**src/rtl/tdrv_pkg.sv**
```systemverilog
`timescale 1ns/1ps
package tdrv_pkg;

  typedef enum logic [1:0] {
    ST_IDLE  = 2'd0,
    ST_WRITE = 2'd1,
    ST_READ  = 2'd2,
    ST_END   = 2'd3
  } tdrv_state_e;

  // Test pattern: word address to 32-bit data word.
  function automatic logic [31:0] pattern32(input logic [31:0] a);
    return a * 32'h9E37_79B1 + 32'h1234_5678;
  endfunction

endpackage

```
**src/rtl/tdrv_beat_ctr.sv**
```systemverilog
`timescale 1ns/1ps
// Loadable down-counter holding the beats still owed in the current burst.
module tdrv_beat_ctr #(
  parameter int W        = 3,
  parameter int LOAD_VAL = 4
) (
  input  logic         clk,
  input  logic         rst_n,
  input  logic         load,
  input  logic         dec,
  output logic [W-1:0] count,
  output logic         is_last
);

  always_ff @(posedge clk or negedge rst_n) begin
    if (!rst_n) begin
      count <= '0;
    end else if (load) begin
      count <= W'(LOAD_VAL);
    end else if (dec && (count != '0)) begin
      count <= count - W'(1);
    end
  end

  assign is_last = (count == W'(1));

endmodule

```
**src/rtl/tdrv_cmd_seq.sv**
```systemverilog
`timescale 1ns/1ps
// Command sequencer: write bursts, then single reads, under ready back-pressure.
module tdrv_cmd_seq
  import tdrv_pkg::*;
#(
  parameter int ADDR_W      = 16,
  parameter int DATA_W      = 32,
  parameter int BURST_LEN   = 4,
  parameter int NUM_WBURSTS = 8,
  parameter int NUM_READS   = 16
) (
  input  logic                               clk,
  input  logic                               rst_n,
  input  logic                               start,
  input  logic                               ctrl_ready,
  output logic [ADDR_W-1:0]                  cmd_addr,
  output logic                               cmd_write,
  output logic                               cmd_read,
  output logic [DATA_W-1:0]                  cmd_wdata,
  output logic [$clog2(BURST_LEN+1)-1:0]     cmd_burstcount,
  output logic                               cmd_burst_begin
);

  localparam int BEAT_W    = $clog2(BURST_LEN + 1);
  localparam int WB_W      = $clog2(NUM_WBURSTS + 1);
  localparam int RD_W      = $clog2(NUM_READS + 1);
  localparam int RD_STRIDE = (NUM_WBURSTS * BURST_LEN) / NUM_READS;

  tdrv_state_e         state_q;
  logic [WB_W-1:0]     wb_idx_q;
  logic [RD_W-1:0]     rd_idx_q;
  logic                begin_q;

  logic [BEAT_W-1:0]   beats_left;
  logic                beat_last;
  logic                wr_accept;
  logic                rd_accept;
  logic                final_burst;
  logic                final_read;
  logic                load_burst;
  logic [BEAT_W-1:0]   beat_idx;
  logic [31:0]         wr_base;
  logic [31:0]         rd_word;

  assign wr_accept   = (state_q == ST_WRITE) && ctrl_ready;
  assign rd_accept   = (state_q == ST_READ) && ctrl_ready;
  assign final_burst = (wb_idx_q == WB_W'(NUM_WBURSTS - 1));
  assign final_read  = (rd_idx_q == RD_W'(NUM_READS - 1));
  assign load_burst  = ((state_q == ST_IDLE) && start) ||
                       (wr_accept && beat_last && !final_burst);

  tdrv_beat_ctr #(
    .W        (BEAT_W),
    .LOAD_VAL (BURST_LEN)
  ) u_beats (
    .clk     (clk),
    .rst_n   (rst_n),
    .load    (load_burst),
    .dec     (wr_accept),
    .count   (beats_left),
    .is_last (beat_last)
  );

  always_ff @(posedge clk or negedge rst_n) begin
    if (!rst_n) begin
      state_q  <= ST_IDLE;
      wb_idx_q <= '0;
      rd_idx_q <= '0;
      begin_q  <= 1'b0;
    end else begin
      begin_q <= 1'b0;
      unique case (state_q)
        ST_IDLE: begin
          if (start) begin
            state_q  <= ST_WRITE;
            wb_idx_q <= '0;
            begin_q  <= 1'b1;
          end
        end
        ST_WRITE: begin
          if (wr_accept && beat_last) begin
            if (final_burst) begin
              state_q  <= ST_READ;
              rd_idx_q <= '0;
            end else begin
              wb_idx_q <= wb_idx_q + WB_W'(1);
            end
            begin_q <= 1'b1;
          end
        end
        ST_READ: begin
          if (rd_accept) begin
            if (final_read) begin
              state_q <= ST_END;
            end else begin
              rd_idx_q <= rd_idx_q + RD_W'(1);
              begin_q  <= 1'b1;
            end
          end
        end
        default: state_q <= ST_END;
      endcase
    end
  end

  assign beat_idx = BEAT_W'(BURST_LEN) - beats_left;
  assign wr_base  = 32'(wb_idx_q) * 32'(BURST_LEN);
  assign rd_word  = 32'(rd_idx_q) * 32'(RD_STRIDE);

  always_comb begin
    cmd_write       = 1'b0;
    cmd_read        = 1'b0;
    cmd_addr        = '0;
    cmd_wdata       = '0;
    cmd_burstcount  = '0;
    cmd_burst_begin = 1'b0;
    if (state_q == ST_WRITE) begin
      cmd_write       = 1'b1;
      cmd_addr        = wr_base[ADDR_W-1:0];
      cmd_wdata       = DATA_W'(pattern32(wr_base + 32'(beat_idx)));
      cmd_burstcount  = BEAT_W'(BURST_LEN);
      cmd_burst_begin = begin_q;
    end else if (state_q == ST_READ) begin
      cmd_read        = 1'b1;
      cmd_addr        = rd_word[ADDR_W-1:0];
      cmd_burstcount  = BEAT_W'(1);
      cmd_burst_begin = begin_q;
    end
  end

endmodule

```
**src/rtl/tdrv_rsp_chk.sv**
```systemverilog
`timescale 1ns/1ps
// In-order read response checker with sticky done and error flags.
module tdrv_rsp_chk
  import tdrv_pkg::*;
#(
  parameter int DATA_W      = 32,
  parameter int BURST_LEN   = 4,
  parameter int NUM_WBURSTS = 8,
  parameter int NUM_READS   = 16
) (
  input  logic              clk,
  input  logic              rst_n,
  input  logic              rsp_valid,
  input  logic [DATA_W-1:0] rsp_data,
  output logic              done,
  output logic              error
);

  localparam int RD_W      = $clog2(NUM_READS + 1);
  localparam int RD_STRIDE = (NUM_WBURSTS * BURST_LEN) / NUM_READS;

  logic [RD_W-1:0]   seen_q;
  logic              take;
  logic [DATA_W-1:0] expect_word;

  assign take        = rsp_valid && (seen_q != RD_W'(NUM_READS));
  assign expect_word = DATA_W'(pattern32(32'(seen_q) * 32'(RD_STRIDE)));

  always_ff @(posedge clk or negedge rst_n) begin
    if (!rst_n) begin
      seen_q <= '0;
      done   <= 1'b0;
      error  <= 1'b0;
    end else if (take) begin
      seen_q <= seen_q + RD_W'(1);
      if (rsp_data != expect_word) begin
        error <= 1'b1;
      end
      if (seen_q == RD_W'(NUM_READS - 1)) begin
        done <= 1'b1;
      end
    end
  end

endmodule

```
**src/rtl/burst_traffic_driver.sv**
```systemverilog
`timescale 1ns/1ps
// Top: burst write / single read traffic driver for a memory controller port.
module burst_traffic_driver #(
  parameter int ADDR_W      = 16,
  parameter int DATA_W      = 32,
  parameter int BURST_LEN   = 4,
  parameter int NUM_WBURSTS = 8,
  parameter int NUM_READS   = 16
) (
  input  logic                           clk,
  input  logic                           rst_n,
  input  logic                           start,
  output logic [ADDR_W-1:0]              cmd_addr,
  output logic                           cmd_write,
  output logic                           cmd_read,
  output logic [DATA_W-1:0]              cmd_wdata,
  output logic [$clog2(BURST_LEN+1)-1:0] cmd_burstcount,
  output logic                           cmd_burst_begin,
  input  logic                           ctrl_ready,
  input  logic                           rsp_valid,
  input  logic [DATA_W-1:0]              rsp_data,
  output logic                           done,
  output logic                           error
);

  tdrv_cmd_seq #(
    .ADDR_W      (ADDR_W),
    .DATA_W      (DATA_W),
    .BURST_LEN   (BURST_LEN),
    .NUM_WBURSTS (NUM_WBURSTS),
    .NUM_READS   (NUM_READS)
  ) u_seq (
    .clk             (clk),
    .rst_n           (rst_n),
    .start           (start),
    .ctrl_ready      (ctrl_ready),
    .cmd_addr        (cmd_addr),
    .cmd_write       (cmd_write),
    .cmd_read        (cmd_read),
    .cmd_wdata       (cmd_wdata),
    .cmd_burstcount  (cmd_burstcount),
    .cmd_burst_begin (cmd_burst_begin)
  );

  tdrv_rsp_chk #(
    .DATA_W      (DATA_W),
    .BURST_LEN   (BURST_LEN),
    .NUM_WBURSTS (NUM_WBURSTS),
    .NUM_READS   (NUM_READS)
  ) u_rsp (
    .clk       (clk),
    .rst_n     (rst_n),
    .rsp_valid (rsp_valid),
    .rsp_data  (rsp_data),
    .done      (done),
    .error     (error)
  );

endmodule

```
**config.mk**
```make
export PLATFORM = sky130hd
export DESIGN_NAME = burst_traffic_driver
export DESIGN_NICKNAME = d
export VERILOG_FILES = /design/src/rtl/tdrv_pkg.sv /design/src/rtl/tdrv_beat_ctr.sv /design/src/rtl/tdrv_cmd_seq.sv /design/src/rtl/tdrv_rsp_chk.sv /design/src/rtl/burst_traffic_driver.sv
export SDC_FILE = /design/constraint.sdc
export NUM_CORES = 1
export LEC_CHECK = 0
export ABC_AREA = 1
export BUFFER_PORTS_ARGS = -buffer_cell sky130_fd_sc_hd__buf_2
export CORE_MARGIN = 2
export CORE_UTILIZATION = 50
export DETAILED_ROUTE_END_ITERATION = 16
export PLACE_DENSITY_LB_ADDON = 0.05
export SLEW_MARGIN = 20
export SYNTH_ARGS = -nofsm -noshare
export SYNTH_HDL_FRONTEND = slang
export SYNTH_SLANG_ARGS = --single-unit
```
**constraint.sdc**
```tcl
create_clock -name clk -period 9 [get_ports clk]
set_input_delay 0 -clock clk [delete_from_list [all_inputs] [get_ports clk]]
set_output_delay 0 -clock clk [all_outputs]
set_load 0.02 [all_outputs]
```
==> flow_summary.json, run 1 <==
{
  "max_stage_delay_ns": 0.80,
  "crit_end": "cmd_wdata[30]",
  "root_buffer": "clkbuf_16",
  "min_from": "rsp_valid",
  "min_period_over_period_pct": 82.8,
  "nNetsFinal": 1575,
  "htreeDepth": 1,
  "antenna_found_initial": 0,
  "gr-usage-all-layers_pct": 24.6,
  "ys_ff_latch": 22,
  "r2r_slack_ns": 3.97,
  "cts_tree": "built",
  "num_antenna_cells": 0,
  "crit_top_cell": "nand2_1",
  "critPathKind": "flop to output port",
  "slowest_stage": "dfrtp_1",
  "cts.clk_slew.worst_paths_ns": 0.06,
  "routed_wl_mm": 21.3,
  "startpoint_type": "flop",
  "die_h_um": 133,
  "fp.dieW_um": 133,
  "ys_seq_area_share_pct": 6.60,
  "status": "completed",
  "start_util_pct": 50.6,
  "tns_ns": 0,
  "areaGrowthSynthToFinish_pct": 8.80,
  "via_per_inst": 5.12,
  "min_path_type": "input port to flop",
  "drive_gt1_share_pct": 10.5,
  "netlist_area_um2": 8340,
  "r2r-start": "u_rsp.seen_q[2]",
  "dieArea_um2": 17700,
  "relSlewSlack_pct": 52.4,
  "drtIter0Drc": 392,
  "syn_inst": 1259,
  "first_pass_iters": 5,
  "ant_nets": 0,
  "synth_area_leaders": "ha_1 19%, fa_1 17%, nand2_1 14%, inv_1 9.5%, dfrtp_1 6.6%",
  "required_ns": 9.00,
  "critPathMaxFanout": 15,
  "clk_latency_ns": 0.26,
  "worst_pin_slew_ns": 0.713,
  "fin_skew_ns": 0.00592,
  "core_area_um2": 16500,
  "cts_buffers": 3,
  "synth_cell_type_count": 39,
  "crit_start": "u_seq.u_beats.count[0]",
  "r2r_end": "u_rsp.error",
  "synth_top_area_share_pct": 18.8,
  "finalCriticalPeriod_ns": 7.46,
  "first_global_vias": 7546,
  "max_freq_ghz": 0.134,
  "avgSynthCellArea_um2": 6.62,
  "vias": 7994,
  "grt_max_degree": 27,
  "setup-violations-final": 0,
  "drc": 0,
  "cts.sinks": 22,
  "grt_pass1_wl_mm": 36.1,
  "place_congestion": 0.967,
  "maxCapViolations": 0,
  "yosysTopAreaCell": "ha_1",
  "avgRoutedWirePerCell_um": 13.7,
  "rsz0062_at_grt": "false",
  "worstSetupEndpointType": "output port",
  "hold_viol": 0,
  "cts_buffer_depth": 2,
  "drv_slew": 0,
  "dp_hpwl_mm": 18.7,
  "port_buffers": 80,
  "ff2ff_path_depth": 26,
  "globalRouteOverflowTotal": 0,
  "cp.arrival_ns": 7.46,
  "core.rowCount": 47,
  "io_pins": 93,
  "yosysWarnings": 0
}
==> synthesized netlist by cell type, drive strengths merged <==
| master | count |
|---|---|
| nand3 | 104 |
| o221ai | 1 |
| nand3b | 13 |
| nand2 | 348 |
| nand4 | 6 |
| dfrtp | 22 |
| ha | 125 |
| nor2 | 118 |
| a21oi | 81 |
| xnor2 | 12 |
| o21bai | 3 |
| a21o | 3 |
| a21boi | 1 |
| buf | 14 |
| conb | 1 |
| a31oi | 2 |
| fa | 72 |
| or2 | 3 |
| clkbuf | 3 |
| inv | 218 |
| nor3 | 8 |
| clkinv | 1 |
| o21a | 3 |
| xor2 | 28 |
| o21ai | 56 |
| o22ai | 5 |
| and3 | 1 |
| xnor3 | 1 |
| a31o | 2 |
| nor4 | 1 |
| o211ai | 3 |
==> layer usage <==
layer  part of all wire [%]  GRT usage, %  wire length, µm
met5                      0             0                0
met4                    2.0          4.73              425
met3                    2.8          1.45              600
met2                     50          46.2            10800
met1                     45          31.5             9560
==> cell usage in the layout (no fill, tap or decap), types with 5 or more instances in the layout <==
cell        n
dfrtp_1    22
buf_2      80
fa_1       72
nor2_2      5
ha_1      125
o22ai_1     5
nand2_1   321
xor2_1     27
o21ai_0    55
xnor2_1    12
nand3_1   100
nand3b_1   13
inv_1     210
nor2_1    110
nand4_1     6
conb_1     12
a21oi_1    79
inv_2       8
nor3_1      8
nand2_2    27
==> worst max-delay path: cells and delay by family, from the launching register on <==
kind                       cells  cell delay (ns)
and+or+nand+nor                7             0.85
AOI/OAI and AO/OA              7             1.30
adders and majority gates      8             3.29
DFF                            1             0.80
buffers and inverters          7             0.98
==> flip-flops by register name, indices dropped and copies added, names as in the netlist <==
signal and flops:
u_seq.state_q 2, u_rsp.error 1, u_seq.rd_idx_q 5, u_seq.wb_idx_q 4
u_rsp.seen_q 5, u_seq.begin_q 1, u_rsp.done 1, u_seq.u_beats.count 3
==> per-stage QoR <==
step | setup slack [ns] | std cells | area, µm² | util [%] | hold WS [ns]
2_1_floorplan | 2.28 | 1270 | 8380 | - | -0.296
3_3_place_gp | 1.86 | 1555 | 8950 | 54.4 | -0.00462
3_5_place_dp | 1.76 | 1555 | 8950 | 54.4 | -0.00132
4_1_cts | 1.46 | 1560 | 9070 | 55.1 | 0.00985
5_1_grt | 0.965 | 1560 | 9070 | 55.1 | 0.0118
6_report | 1.54 | 1560 | 9070 | 55.1 | 0.00537
==> area by class of cell <==
class / instances / area, µm²
Timing Repair Buffer: 83 / 425
Clock buffer: 3 / 75.1
Sequential cell: 22 / 551
Fill cell: 1755 / 7400
Inverter: 219 / 822
Clock inverter: 1 / 30.0
Multi-Input combinational cell: 1012 / 6890
Tap cell: 220 / 275
==> what timing repair did <==
item | 4_1_cts | 5_1_grt
setup buffers | 0 | 0
hold buffers | 1 | 0
setup endpoints to repair | 0 | 0
gates resized for setup | 0 | 0
hold endpoints to repair | 22 | 0
==> cell families (layout without fill, tap and decap cells) <==
kind of cell	count (synthesis)	in the layout	synth area share, %
adders and majority gates	197	197	36.1
DFF	22	22	6.60
AOI/OAI and AO/OA	160	160	10.3
xor gates and xnor gates	41	41	4.56
other	1	12	0.0450
buffers and inverters	236	306	11.3
and+or+nand+nor	602	602	31.1
==> worst min path at each step <==
stage / to / slack [ns] / cells past startpoint
after global placement: u_rsp.error / -0.005 / 1
after CTS: u_rsp.done / 0.01 / 2
after floorplan: u_rsp.done / -0.30 / 0
after detailed placement: u_rsp.error / -0.001 / 1
after global routing: u_rsp.done / 0.01 / 2
final: u_rsp.done / 0.005 / 2
Power of run 1 is left out: the tool's default activity adds up to more than one toggle a clock period on the data nets, which glitch-free logic cannot reach.
==> inputs of run 2 (changes only) <==
- clock period: 9 -> 6.2 ns (I/O delays scaled with it)
==> run 2 against run 1 <==
Cell count rose by 0.71%. Non-clock buffer count rose by 11. Hold slack improved by 0.011 ns. Clock skew fell by 0.0048 ns. Via count rose by 1.2%. Setup slack got worse by 1.3 ns.
==> flow_summary.json, run 2 (synthesized netlist as in run 1, its figures left out) <==
{
  "grt_max_degree": 28,
  "final_common_cell": "nand2_1",
  "cts.sinks": 22,
  "avgRoutedWirePerCell_um": 14.0,
  "routed_wl_mm": 21.9,
  "required_ns": 6.20,
  "cts_buffer_depth": 2,
  "max_freq_ghz": 0.168,
  "antenna_found_initial": 0,
  "gr-usage-all-layers_pct": 25.6,
  "ant_nets": 0,
  "port_buffers": 80,
  "fin_skew_ns": 0.00110,
  "die_h_um": 133,
  "max_stage_delay_ns": 0.61,
  "fin_ws_ns": 0.260,
  "start_util_pct": 50.6,
  "drive_gt1_share_pct": 12.6,
  "hold_viol": 0,
  "grt_pass1_wl_mm": 37.4,
  "nNetsFinal": 1586,
  "first_global_vias": 7945,
  "fp.dieW_um": 133,
  "clk_latency_ns": 0.25,
  "drtIter0Drc": 340,
  "dr.max_layer_used": "met4",
  "critPathKind": "flop to output port",
  "core_area_um2": 16500,
  "drv_slew": 0,
  "slowest_stage": "fa_2",
  "wl_met1_mm": 9.79,
  "cts_tree": "built",
  "areaGrowthSynthToFinish_pct": 10.9,
  "critPathMaxFanout": 6,
  "cts.clk_slew.worst_paths_ns": 0.06,
  "place_congestion": 0.959,
  "htreeDepth": 1,
  "top_regs": "u_rsp.seen_q x5, u_seq.rd_idx_q x5, u_seq.wb_idx_q x4",
  "route.met2.wl_mm": 11.1,
  "worst_pin_slew_ns": 0.670,
  "first_pass_iters": 5,
  "multiInputGateArea_um2": 7000,
  "setup-violations-final": 0,
  "rsz0062_at_grt": "true",
  "startpoint_type": "flop",
  "finalCriticalPeriod_ns": 5.94,
  "min_path_type": "input port to flop",
  "core.rowCount": 47,
  "crit_top_cell": "nand2_1",
  "via_per_inst": 5.15,
  "status": "completed",
  "cts_buffers": 3,
  "dieArea_um2": 17700,
  "root_buffer": "clkbuf_16",
  "seqCellArea_um2": 552,
  "dp_slack_ns": 0.151,
  "cp.arrival_ns": 5.94,
  "worstSetupEndpointType": "output port",
  "min_period_over_period_pct": 95.8,
  "vias": 8093,
  "final_cell_mix": "320 x nand2_1, 209 x inv_1, 121 x ha_1",
  "routed-wl-met3_um": 589,
  "globalRouteOverflowTotal": 0,
  "num_antenna_cells": 0,
  "dp_hpwl_mm": 19.2,
  "relSlewSlack_pct": 55.4,
  "maxCapViolations": 0,
  "drc": 0,
  "io_pins": 93,
  "num-fill-cells": 1694
}
-- run 2: cell types whose count changed in the layout (fill, tap and decap cells not counted), sizes merged --
cell / delta
buf: +11
bufinv: -1
clkbuf: +1
-- run 2: cell type report --
class	count	area share (%)
clock buffers	4	0.961
inverters	219	8.89
multi-input cells	1012	75.7
flip-flops and latches	22	5.97
well taps	220	2.98
repair buffers	94	5.53
-- run 2: final timing paths --
| path | from | end | slack (ns) | cells past startpoint |
|---|---|---|---|---|
| min reg2reg | u_rsp.error | u_rsp.error | 0.46 | 2 |
| min | rsp_valid | u_rsp.done | 0.02 | 2 |
| min in group asynchronous | rst_n | u_rsp.error | 0.26 | 2 |
| max reg2reg | u_rsp.seen_q[3] | u_rsp.error | 1.19 | 26 |
| max | u_seq.u_beats.count[1] | cmd_wdata[30] | 0.26 | 30 |
| max in group asynchronous | rst_n | u_seq.u_beats.count[0] | 5.56 | 2 |
-- run 2: layer usage --
layer / vias to the layer above / GRT usage, %
met5: - / 0
met4: 0 / 5.20
met3: 37 / 1.60
met2: 163 / 48.0
met1: 3721 / 32.6
li1: 4172 / -
-- run 2: what timing repair did --
action                                 4_1_cts  5_1_grt
hold buffers                                 1        0
endpoints found under the hold margin       22        0
setup buffers                                0        1
resized for setup                            2       20
cloned                                       0        0
setup endpoints to repair                    2       12
pin swaps                                    0        2
-- run 2: worst max-delay path, delay by kind of cell, from the launching register on --
| family | cells | cell delay [ns] |
|---|---|---|
| AOI/OAI and AO/OA | 7 | 0.87 |
| and+or+nand+nor | 8 | 0.67 |
| DFF | 1 | 0.37 |
| adders and majority gates | 8 | 3.19 |
| buffers and inverters | 7 | 0.57 |
-- run 2: per-stage QoR --
stage | cell area [µm²] | hold WS (ns) | TNS [ns] | utilization [%] | instances
after floorplan | 8390 | -0.296 | 0 | - | 1270
after global placement | 9040 | -0.00334 | 0 | 54.9 | 1565
after detailed placement | 9040 | -0.00106 | 0 | 54.9 | 1565
after CTS | 9150 | 0.0125 | 0 | 55.6 | 1570
after global routing | 9250 | 0.0200 | -0.0831 | 56.2 | 1571
final | 9250 | 0.0165 | 0 | 56.2 | 1571
Power of run 2 is left out for the same reason.
